<file path="src/rtl/calSupPkg.sv">
package calSupPkg;

  typedef enum logic [2:0] {
    ST_IDLE  = 3'd0,
    ST_REQ   = 3'd1,
    ST_WAIT  = 3'd2,
    ST_RUN   = 3'd3,
    ST_FLUSH = 3'd4
  } calState_t;

  typedef struct packed {
    logic reqStart;
    logic flushStart;
    logic inIdle;
    logic inSeq;
    logic inReq;
    logic inFlush;
  } calStrobe_t;

endpackage

</file>
<file path="src/rtl/calSupSync.sv">
module calSupSync #(
  parameter int STAGES = 2
) (
  input  logic clk,
  input  logic rstN,
  input  logic d,
  output logic q
);
  logic [STAGES-1:0] chain;

  genvar i;
  generate
    for (i = 0; i < STAGES; i++) begin : g_stage
      if (i == 0) begin : g_first
        always_ff @(posedge clk or negedge rstN) begin
          if (!rstN) chain[0] <= 1'b0;
          else       chain[0] <= d;
        end
      end else begin : g_next
        always_ff @(posedge clk or negedge rstN) begin
          if (!rstN) chain[i] <= 1'b0;
          else       chain[i] <= chain[i-1];
        end
      end
    end
  endgenerate

  assign q = chain[STAGES-1];
endmodule

</file>
<file path="src/rtl/calSupControl.sv">
module calSupControl
  import calSupPkg::*;
(
  input  logic       clk,
  input  logic       rstN,
  input  logic       calReq,
  input  logic       busyS,
  input  logic       busyRise,
  input  logic       busyFall,
  input  logic       holdActive,
  input  logic       reqDone,
  input  logic       flushDone,
  output calStrobe_t strobe
);
  calState_t state, stateNext;
  logic      acceptReq;

  assign acceptReq = calReq && !busyS && !holdActive;

  always_comb begin
    stateNext = state;
    unique case (state)
      ST_IDLE: begin
        if (busyRise)       stateNext = ST_RUN;
        else if (acceptReq) stateNext = ST_REQ;
      end
      ST_REQ: begin
        if (busyRise)     stateNext = ST_RUN;
        else if (reqDone) stateNext = ST_WAIT;
      end
      ST_WAIT: begin
        if (busyRise) stateNext = ST_RUN;
      end
      ST_RUN: begin
        if (busyFall) stateNext = ST_FLUSH;
      end
      ST_FLUSH: begin
        if (busyRise)       stateNext = ST_RUN;
        else if (flushDone) stateNext = ST_IDLE;
      end
      default: stateNext = ST_IDLE;
    endcase
  end

  always_ff @(posedge clk or negedge rstN) begin
    if (!rstN) state <= ST_IDLE;
    else       state <= stateNext;
  end

  always_comb begin
    strobe.reqStart   = (state == ST_IDLE) && !busyRise && acceptReq;
    strobe.flushStart = (state == ST_RUN) && busyFall;
    strobe.inIdle     = (state == ST_IDLE);
    strobe.inSeq      = (state == ST_REQ) || (state == ST_WAIT) || (state == ST_RUN);
    strobe.inReq      = (state == ST_REQ);
    strobe.inFlush    = (state == ST_FLUSH);
  end

  // a request is never taken while busy or the pin is held
  a_r3_req_gated: assert property (@(posedge clk) disable iff (!rstN)
    ($past(rstN) && $past(state) == ST_IDLE && state == ST_REQ) |-> ($past(!busyS) && $past(!holdActive)));

  // a busy rise always lands in the run state
  a_r10_rise_runs: assert property (@(posedge clk) disable iff (!rstN)
    busyRise |=> (state == ST_RUN));
endmodule

</file>
<file path="src/rtl/calSupDatapath.sv">
module calSupDatapath
  import calSupPkg::*;
#(
  parameter int SYNC_STAGES  = 2,
  parameter int REQ_CYCLES   = 4,
  parameter int HOLD_CYCLES  = 10,
  parameter int FLUSH_CYCLES = 60
) (
  input  logic       clk,
  input  logic       rstN,
  input  calStrobe_t strobe,
  input  logic       busyIn,
  input  logic       shortPref,
  input  logic       dlyToggle,
  input  logic       pdPinI,
  input  logic       pdPinQ,
  input  logic       pdRegI,
  input  logic       pdRegQ,
  input  logic       spiReq,
  input  logic       dclkRstReq,
  output logic       busyS,
  output logic       busyRise,
  output logic       busyFall,
  output logic       holdActive,
  output logic       reqDone,
  output logic       flushDone,
  output logic       calPin,
  output logic       seqSel,
  output logic       pdEffI,
  output logic       pdEffQ,
  output logic       spiGrant,
  output logic       dclkRstGrant,
  output logic       dataValid,
  output logic       recalNeeded
);
  localparam int REQ_W   = $clog2(REQ_CYCLES + 1);
  localparam int HOLD_W  = $clog2(HOLD_CYCLES + 1);
  localparam int FLUSH_W = $clog2(FLUSH_CYCLES + 1);

  logic               busyPrev;
  logic [REQ_W-1:0]   reqCnt;
  logic [HOLD_W-1:0]  holdCnt;
  logic [FLUSH_W-1:0] flushCnt;
  logic [1:0]         pdEff, pdEffD;
  logic               calibrated, fullDone, dirty;
  logic               powerUpEv, bothDownRun, setEv, lockout;

  calSupSync #(.STAGES(SYNC_STAGES)) busySync_i (
    .clk (clk),
    .rstN(rstN),
    .d   (busyIn),
    .q   (busyS)
  );

  always_ff @(posedge clk or negedge rstN) begin
    if (!rstN) busyPrev <= 1'b0;
    else       busyPrev <= busyS;
  end

  assign busyRise = busyS && !busyPrev;
  assign busyFall = !busyS && busyPrev;

  // request pulse length
  always_ff @(posedge clk or negedge rstN) begin
    if (!rstN)                          reqCnt <= '0;
    else if (strobe.reqStart)           reqCnt <= REQ_W'(REQ_CYCLES - 1);
    else if (strobe.inReq && reqCnt != 0) reqCnt <= reqCnt - 1'b1;
  end
  assign reqDone = strobe.inReq && (reqCnt == 0);

  // pin hold around a delay-select toggle
  always_ff @(posedge clk or negedge rstN) begin
    if (!rstN)            holdCnt <= '0;
    else if (dlyToggle)   holdCnt <= HOLD_W'(HOLD_CYCLES);
    else if (holdCnt != 0) holdCnt <= holdCnt - 1'b1;
  end
  assign holdActive = dlyToggle || (holdCnt != 0);

  assign calPin = holdActive || strobe.inReq;

  // output pipeline flush after busy falls
  always_ff @(posedge clk or negedge rstN) begin
    if (!rstN)                               flushCnt <= '0;
    else if (strobe.flushStart)              flushCnt <= FLUSH_W'(FLUSH_CYCLES - 1);
    else if (strobe.inFlush && flushCnt != 0) flushCnt <= flushCnt - 1'b1;
  end
  assign flushDone = strobe.inFlush && (flushCnt == 0);

  // completion tracking and sequence select
  always_ff @(posedge clk or negedge rstN) begin
    if (!rstN) begin
      calibrated <= 1'b0;
      fullDone   <= 1'b0;
      seqSel     <= 1'b1;
    end else begin
      if (busyFall) begin
        calibrated <= 1'b1;
        if (seqSel) fullDone <= 1'b1;
      end
      if (strobe.inIdle) seqSel <= !fullDone || !shortPref;
    end
  end

  assign dataValid = calibrated && strobe.inIdle && !busyS;

  // effective power-down
  always_ff @(posedge clk or negedge rstN) begin
    if (!rstN) begin
      pdEff  <= 2'b00;
      pdEffD <= 2'b00;
    end else begin
      pdEff  <= {pdPinQ | pdRegQ, pdPinI | pdRegI};
      pdEffD <= pdEff;
    end
  end
  assign pdEffI = pdEff[0];
  assign pdEffQ = pdEff[1];

  // recalibration flag
  assign powerUpEv   = |(pdEffD & ~pdEff);
  assign bothDownRun = busyS && (&pdEff);
  assign setEv       = powerUpEv || bothDownRun || holdActive;

  always_ff @(posedge clk or negedge rstN) begin
    if (!rstN) begin
      dirty       <= 1'b0;
      recalNeeded <= 1'b0;
    end else begin
      if (setEv)         dirty <= 1'b1;
      else if (busyRise) dirty <= 1'b0;
      if (setEv)                  recalNeeded <= 1'b1;
      else if (busyFall && !dirty) recalNeeded <= 1'b0;
    end
  end

  // serial-port and output-clock reset lockout
  assign lockout      = strobe.inSeq || busyS;
  assign spiGrant     = spiReq && !lockout;
  assign dclkRstGrant = dclkRstReq && !lockout;

  // no grant of any kind while the converter reports busy
  a_r2_no_grant_busy: assert property (@(posedge clk) disable iff (!rstN)
    busyS |-> (!spiGrant && !dclkRstGrant));

  // a toggle seen at the last edge keeps the pin high now
  a_r4_hold_pin: assert property (@(posedge clk) disable iff (!rstN)
    ($past(rstN) && $past(dlyToggle)) |-> (calPin && recalNeeded));

  // no valid data while busy
  a_r6_invalid_busy: assert property (@(posedge clk) disable iff (!rstN)
    busyS |-> !dataValid);

  // both channels down in a run raises the flag
  a_r7_both_down: assert property (@(posedge clk) disable iff (!rstN)
    (busyS && pdEffI && pdEffQ) |=> recalNeeded);

  // the flag only clears on a registered busy fall
  a_r9_clear_on_fall: assert property (@(posedge clk) disable iff (!rstN)
    $fell(recalNeeded) |-> $past(busyFall));

  // select is frozen outside idle
  a_r5_sel_frozen: assert property (@(posedge clk) disable iff (!rstN)
    ($past(rstN) && !strobe.inIdle && $past(!strobe.inIdle)) |-> $stable(seqSel));
endmodule

</file>
<file path="src/rtl/calSupervisor.sv">
module calSupervisor
  import calSupPkg::*;
#(
  parameter int SYNC_STAGES  = 2,
  parameter int REQ_CYCLES   = 4,
  parameter int HOLD_CYCLES  = 10,
  parameter int FLUSH_CYCLES = 60
) (
  input  logic clk,
  input  logic rstN,
  input  logic busyIn,
  input  logic calReq,
  input  logic shortPref,
  input  logic dlyToggle,
  input  logic pdPinI,
  input  logic pdPinQ,
  input  logic pdRegI,
  input  logic pdRegQ,
  input  logic spiReq,
  input  logic dclkRstReq,
  output logic calPin,
  output logic seqSel,
  output logic pdEffI,
  output logic pdEffQ,
  output logic spiGrant,
  output logic dclkRstGrant,
  output logic dataValid,
  output logic recalNeeded
);
  calStrobe_t strobe;
  logic busyS, busyRise, busyFall, holdActive, reqDone, flushDone;

  calSupControl control_i (
    .clk       (clk),
    .rstN      (rstN),
    .calReq    (calReq),
    .busyS     (busyS),
    .busyRise  (busyRise),
    .busyFall  (busyFall),
    .holdActive(holdActive),
    .reqDone   (reqDone),
    .flushDone (flushDone),
    .strobe    (strobe)
  );

  calSupDatapath #(
    .SYNC_STAGES (SYNC_STAGES),
    .REQ_CYCLES  (REQ_CYCLES),
    .HOLD_CYCLES (HOLD_CYCLES),
    .FLUSH_CYCLES(FLUSH_CYCLES)
  ) datapath_i (
    .clk         (clk),
    .rstN        (rstN),
    .strobe      (strobe),
    .busyIn      (busyIn),
    .shortPref   (shortPref),
    .dlyToggle   (dlyToggle),
    .pdPinI      (pdPinI),
    .pdPinQ      (pdPinQ),
    .pdRegI      (pdRegI),
    .pdRegQ      (pdRegQ),
    .spiReq      (spiReq),
    .dclkRstReq  (dclkRstReq),
    .busyS       (busyS),
    .busyRise    (busyRise),
    .busyFall    (busyFall),
    .holdActive  (holdActive),
    .reqDone     (reqDone),
    .flushDone   (flushDone),
    .calPin      (calPin),
    .seqSel      (seqSel),
    .pdEffI      (pdEffI),
    .pdEffQ      (pdEffQ),
    .spiGrant    (spiGrant),
    .dclkRstGrant(dclkRstGrant),
    .dataValid   (dataValid),
    .recalNeeded (recalNeeded)
  );

  // effective power-down follows the OR of pin and register bit
  a_r1_pd_or: assert property (@(posedge clk) disable iff (!rstN)
    $past(rstN) |-> ((pdEffI == $past(pdPinI | pdRegI)) && (pdEffQ == $past(pdPinQ | pdRegQ))));
endmodule

</file>
<file path="config.mk">
export PLATFORM = sky130hd
export DESIGN_NAME = calSupervisor
export DESIGN_NICKNAME = d
export VERILOG_FILES = /design/src/rtl/calSupPkg.sv /design/src/rtl/calSupSync.sv /design/src/rtl/calSupControl.sv /design/src/rtl/calSupDatapath.sv /design/src/rtl/calSupervisor.sv
export SDC_FILE = /design/constraint.sdc
export NUM_CORES = 1
export LEC_CHECK = 0
export ABC_AREA = 1
export BUFFER_PORTS_ARGS = -buffer_cell sky130_fd_sc_hd__buf_2
export CAP_MARGIN = 0
export CORE_MARGIN = 2
export CORE_UTILIZATION = 30
export DETAILED_ROUTE_END_ITERATION = 7
export PLACE_DENSITY = 0.53
export SETUP_SLACK_MARGIN = 0.1
export SLEW_MARGIN = 5
export SYNTH_ARGS = -nofsm -noshare
export SYNTH_HDL_FRONTEND = slang
export SYNTH_SLANG_ARGS = --single-unit
</file>
<file path="constraint.sdc">
create_clock -name clk -period 1.94 [get_ports clk]
set_input_delay 0.097 -clock clk [delete_from_list [all_inputs] [get_ports clk]]
set_output_delay 0.097 -clock clk [all_outputs]
set_load 0.05 [all_outputs]
</file>
== After elaboration in Yosys (flattened, before gate mapping) ==
Cells that the tools add are included.
Widths: inputs -> output; s select.
Operators by class
  bitwise operators: 4
  reduce and logical (&&, ||, !) cells: 48
  add/sub/neg operators: 3
  muxes and demuxes: 19
  eq/ne operators: 9
Operators with widths (count)
  $mux 3: 10
  $logic_and 1x1->1: 17
  $pmux 3 s5: 1
  $mux 6: 2
  $reduce_bool 2->1: 5
  $ne 3x3->1 const B: 3
  $logic_not 1->1: 8
  $logic_or 1x1->1: 8
  $mux 4: 2
  $eq 3x2->1 const B: 2
  $logic_not 3->1: 2
  $logic_not 6->1: 1
  $reduce_bool 6->1: 1
  $sub 6x1->6 const B: 1
  $reduce_and 5->1: 1
  $mux 1: 4
  $ne 2x1->1 const B: 2
  $reduce_and 2->1: 2
  $reduce_bool 4->1: 1
  $sub 4x1->4 const B: 1
  $eq 3x1->1 const B: 1
  $eq 3x3->1 const B: 1
  $reduce_bool 3->1: 1
  $sub 3x1->3 const B: 1
  4 further kinds: 5
Storage, ports and cells
  output and inout port bits: 8
  input port bits: 12
  bits in registers: 28
  word-level logic and storage cells: 97

== Depth between registers and ports, before layout ==
  depth after elaboration: 7
  gate-level depth with buffers: 9
  mapped depth without buffers: 9

== Cells and area by module ==
From an unflattened synthesis, not the netlist that was laid out.
Second synthesis, totals
  cells, all modules: 181
  area, all modules: 1511.4 um^2
Modules (own cells, without submodules)
  calSupDatapath: instances 1, cells an instance 134, seq. area each 576.8 um^2, area each 1182.4 um^2
  calSupControl: instances 1, cells an instance 45, seq. area each 75.1 um^2, area each 279.0 um^2
  calSupSync: instances 1, cells an instance 2, seq. area each 50.0 um^2, area each 50.0 um^2

== Least setup slack after synthesis ==
Ideal clock, no wire load.
  kind: reg-to-output
  start point: register control_i.state[0]
  end point: output port dataValid
  arrival time: 1.693 ns
  cell stages (with the launch flop): 4
  required time: 1.843 ns
  buffers on the path: 0
  setup slack: 0.150 ns
  cell sequence: dfrtp_1 > nor2_1 > nand2_1 > nor3_1
On the way
  cells in the longest elaborated chain, start to end: 3
Ends and longest elaborated chain
  from (decl): line calSupControl.sv:15  | calState_t state, stateNext;
  from (signal assigned): line calSupControl.sv:47  | else state <= stateNext;
  $logic_not 3->1: line calSupControl.sv:53  | strobe.inIdle = (state == ST_IDLE);
  $logic_and 1x1->1 (2 in series): line calSupDatapath.sv:104  | assign dataValid = calibrated && strobe.inIdle && !busyS;
  to (decl): line calSupervisor.sv:27  | output logic dataValid,
Every way passes these cells.

== Worst setup path in the final report ==
  start point: register datapath_i.holdCnt[0]
  end point: output port calPin
On the way
  cells in the longest elaborated chain, start to end: 3
Ends and longest elaborated chain
  from (decl): line calSupDatapath.sv:42  | logic [HOLD_W-1:0] holdCnt;
  from (signal assigned): line calSupDatapath.sv:74  | else if (dlyToggle) holdCnt <= HOLD_W'(HOLD_CYCLES);
  from (signal assigned): line calSupDatapath.sv:75  | else if (holdCnt != 0) holdCnt <= holdCnt - 1'b1;
  $reduce_bool 4->1: line calSupDatapath.sv:77  | assign holdActive = dlyToggle || (holdCnt != 0);
  $logic_or 1x1->1: line calSupDatapath.sv:77
  $logic_or 1x1->1: line calSupDatapath.sv:79  | assign calPin = holdActive || strobe.inReq;
  to (decl): line calSupervisor.sv:21  | output logic calPin,
Every way passes these cells.

==> impl_metrics.csv <==
group,metric,value,unit
worst_setup_path,crit_start,"datapath_i.holdCnt[0]",
synthesis,syn_avg_cell_area,8.837,um^2
synthesis,yosys_register_bits,28,
synthesis,syn_inst,160,
drt,firstDrtPassIters,4,
pwr,powerDensity,1235,nW/um^2
pwr,p_sw_frac,0.3888,
worst_setup_path,end_kind,"output port",
global_routing,antenna_found_initial,0,
global_routing,grt_max_degree,29,
timing,slew_headroom,0.5900,
worst_setup_path,reg2reg_from,"datapath_i.holdCnt[0]",
placement,gp_congestion,0.8681,
pwr,power.leakage,0.8386,nW
floorplanning,rows,24,
pwr,combPwrFrac,0.378,
pwr,seq_power_share,0.403,
drt,wire_per_inst,10.39,um
worst_setup_path,critical_path_required,1.84,ns
cts,ctsHtreeMaxLevel,1,
pwr,switchingPower,0.8191,mW
global_routing,grt_pass1_vias,1055,
synthesis,yosys_warnings,0,
drt,dr_total_vias,1056,
cts,cts.clk_slew.worst_paths,0.10,ns
synthesis,synth_commonest_cells,"inv_1, dfrtp_1, nand2_1, nor2_1, nand3_1",
cts,clk_path_buf_depth,2,
placement,io_buffer_count,19,
pwr,peakVddDrop,488.1,uV
finish,utilization,0.3837,
worst_setup_path,reg2reg_slack,0.49,ns
worst_setup_path,endpoint,"calPin",
floorplanning,start_util,0.3181,
finish,drive_above_1_share,0.2011,
cts,cts_tree,"built",
pwr,intPower,1.288,mW
synthesis,yosys.area.top_type,"dfrtp_1",
cts,root_buffer,"clkbuf_8",
synthesis,synthTopCellsByArea,"dfrtp_1, inv_1, nand2_1",
floorplanning,io_pins,20,
worst_setup_path,crit_arrival,1.60,ns
worst_setup_path,critPathMaxFanout,6,
pwr,clockPowerShare,0.218,
synthesis,synth.top_cell.area_share,0.4779,
timing,grt_setup_unrepaired,"false",
cts,clock_sinks,28,
job,maxCapViolCount,0,
drt,viasPerCell,4.382,
synthesis,syn_nets,178,
drt,drtIter0Drc,42,
floorplanning,die_h,72.65,um
timing,setup_viol,0,
timing,max_clock_freq,589.3,MHz
synthesis,ys_seq_area_frac,0.4965,
pwr,fin_total_pwr,2.107,mW
worst_setup_path,reg2reg_to,"control_i.state[1]",
worst_hold_path,hold_path_class,"primary input to flop",
run_status,status,"complete, no violations",
cts,clock_latency,0.27,ns
finish,fillers,464,
finish,nNetsFinal,208,
finish,antenna_cells,0,
global_routing,grt_pass1_wl,4560,um
placement,dp_hpwl,1867,um
global_routing,grtUsageTotal,0.1089,
drt,ant_nets,0,
drt,drt-total-wl,2505,um
synthesis,synth.most_common_cell,"inv_1",
timing,layout_min_cycle_time,1.697,ns
global_routing,overflow,0,
floorplanning,dieArea,5278,um^2
finish,fin_area,1705,um^2
synthesis,synth-edff-count,0,
floorplanning,coreArea,4444,um^2
worst_setup_path,startpoint_type,"flop",
finish,area_growth,20.62,%
timing,whs,0.02183,ns
timing,worst_pin_slew,0.6150,ns
timing,hold_violations,0,
worst_setup_path,rr_worst_depth,9,
timing,tns,0,ns
synthesis,syn_area,1414,um^2
timing,fin_crit_sh,0.8747,
cts,cts_buffers,3,
cts,post_cts_buffers,0,
drt,drc,0,
worst_setup_path,worst-setup-path-type,"flop to output port",
synthesis,async_flop_share,1.000,
floorplanning,dieWidth,72.65,um
synthesis,yosysUniqueCellTypes,27,
timing,finClkSkew,0.004205,ns
placement,dpl_cell_area,1574,um^2
synthesis,synthFlopType,"dfrtp_1",
timing,slew_violations,0,
[power by group through the flow]
stage / clock, mW / combinational, mW / sequential [mW]
after floorplan: 0 / 0.599 / 0.877
after global placement: 0 / 0.793 / 0.859
after detailed placement: 0 / 0.797 / 0.857
after CTS: 0.480 / 0.811 / 0.847
after global routing: 0.500 / 0.922 / 0.877
final: 0.460 / 0.797 / 0.850
[metrics by stage]
step	setup slack, ns	instances
CTS	0.2220	241
global route	0.1018	241
finish	0.2431	241
detailed placement	0.4819	231
global placement	0.5409	231
floorplan	0.1495	160
[critical path: stages (launching register included)]
cell and delay, ns:
dfrtp_1 0.39, inv_1 0.12, ha_1 0.16, inv_1 0.03, nor2_1 0.11, nand2_1 0.14, inv_1 0.12, nand2_1 0.05
buf_2 0.20
[flip-flops by register name, indices dropped and copies added (netlist names)]
signal	cells
datapath_i.reqCnt	3
datapath_i.flushCnt	6
datapath_i.busySync_i.chain	1
datapath_i.dirty	1
datapath_i.recalNeeded	1
datapath_i.fullDone	1
datapath_i.busySync_i.q	1
datapath_i.seqSel	1
datapath_i.busyPrev	1
datapath_i.calibrated	1
datapath_i.pdEffD	2
datapath_i.pdEff	2
control_i.state	3
datapath_i.holdCnt	4
[cell families (layout without fill, tap and decap cells)]
kind of cell	Yosys count	after routing	share of synthesized area
buf+inv	30	59	0.08318
xor+xnor	3	3	0.01859
flops	28	28	0.4965
fa+ha+maj	6	6	0.05310
compound gates	20	20	0.08850
simple gates	73	73	0.2602
[cell usage in the layout (no fill, tap or decap)]
cell            n
inv_1          29
dfrtp_1        27
nand2_1        25
buf_2          19
nor2_1         18
nand3_1        11
o21ai_0         8
ha_1            6
dlygate4sd3_1   6
nor3_1          4
nand2_2         3
nor2_4          3
a21oi_1         3
o211ai_1        3
clkbuf_8        3
or2_2           2
nand4_1         2
xor2_1          2
a31oi_1         2
nand3_2         2
inv_6           1
xnor2_1         1
nand2_8         1
o21ai_1         1
nor2_2          1
a21oi_4         1
o31ai_1         1
o22ai_1         1
nand3b_1        1
bufinv_16       1
dfstp_2         1
[area by class of cell]
cell class / count / area (um^2) / share of cell area
tap: 52 / 65.06 / 0.03815
timing repair buffer: 25 / 155.1 / 0.09098
multi-input combinational: 102 / 594.3 / 0.3485
clock buffer: 3 / 41.29 / 0.02421
clock inverter: 1 / 30.03 / 0.01761
sequential: 28 / 701.9 / 0.4116
inverter: 30 / 117.6 / 0.06897
[routing by layer]
metal	part of all wire	track usage
met2	0.45	0.1758
met3	0.020	0.01657
met1	0.52	0.1467
met4	0.010	0.04321
met5	0	0
[worst min path at each step]
stage	start	to	depth (start not counted)
6_report	dlyToggle	datapath_i.holdCnt[2]	2
3_5_place_dp	rstN	datapath_i.pdEff[1]	1
4_1_cts	dlyToggle	datapath_i.holdCnt[2]	2
2_1_floorplan	rstN	control_i.state[0]	0
5_1_grt	dlyToggle	datapath_i.holdCnt[2]	2
3_3_place_gp	rstN	datapath_i.pdEff[0]	1
[what timing repair did]
item	CTS	global route
gates resized for setup	0	0
hold buffers	6	0
hold endpoints to repair	30	0
No activity file was read; power rests on OpenSTA's default activity.
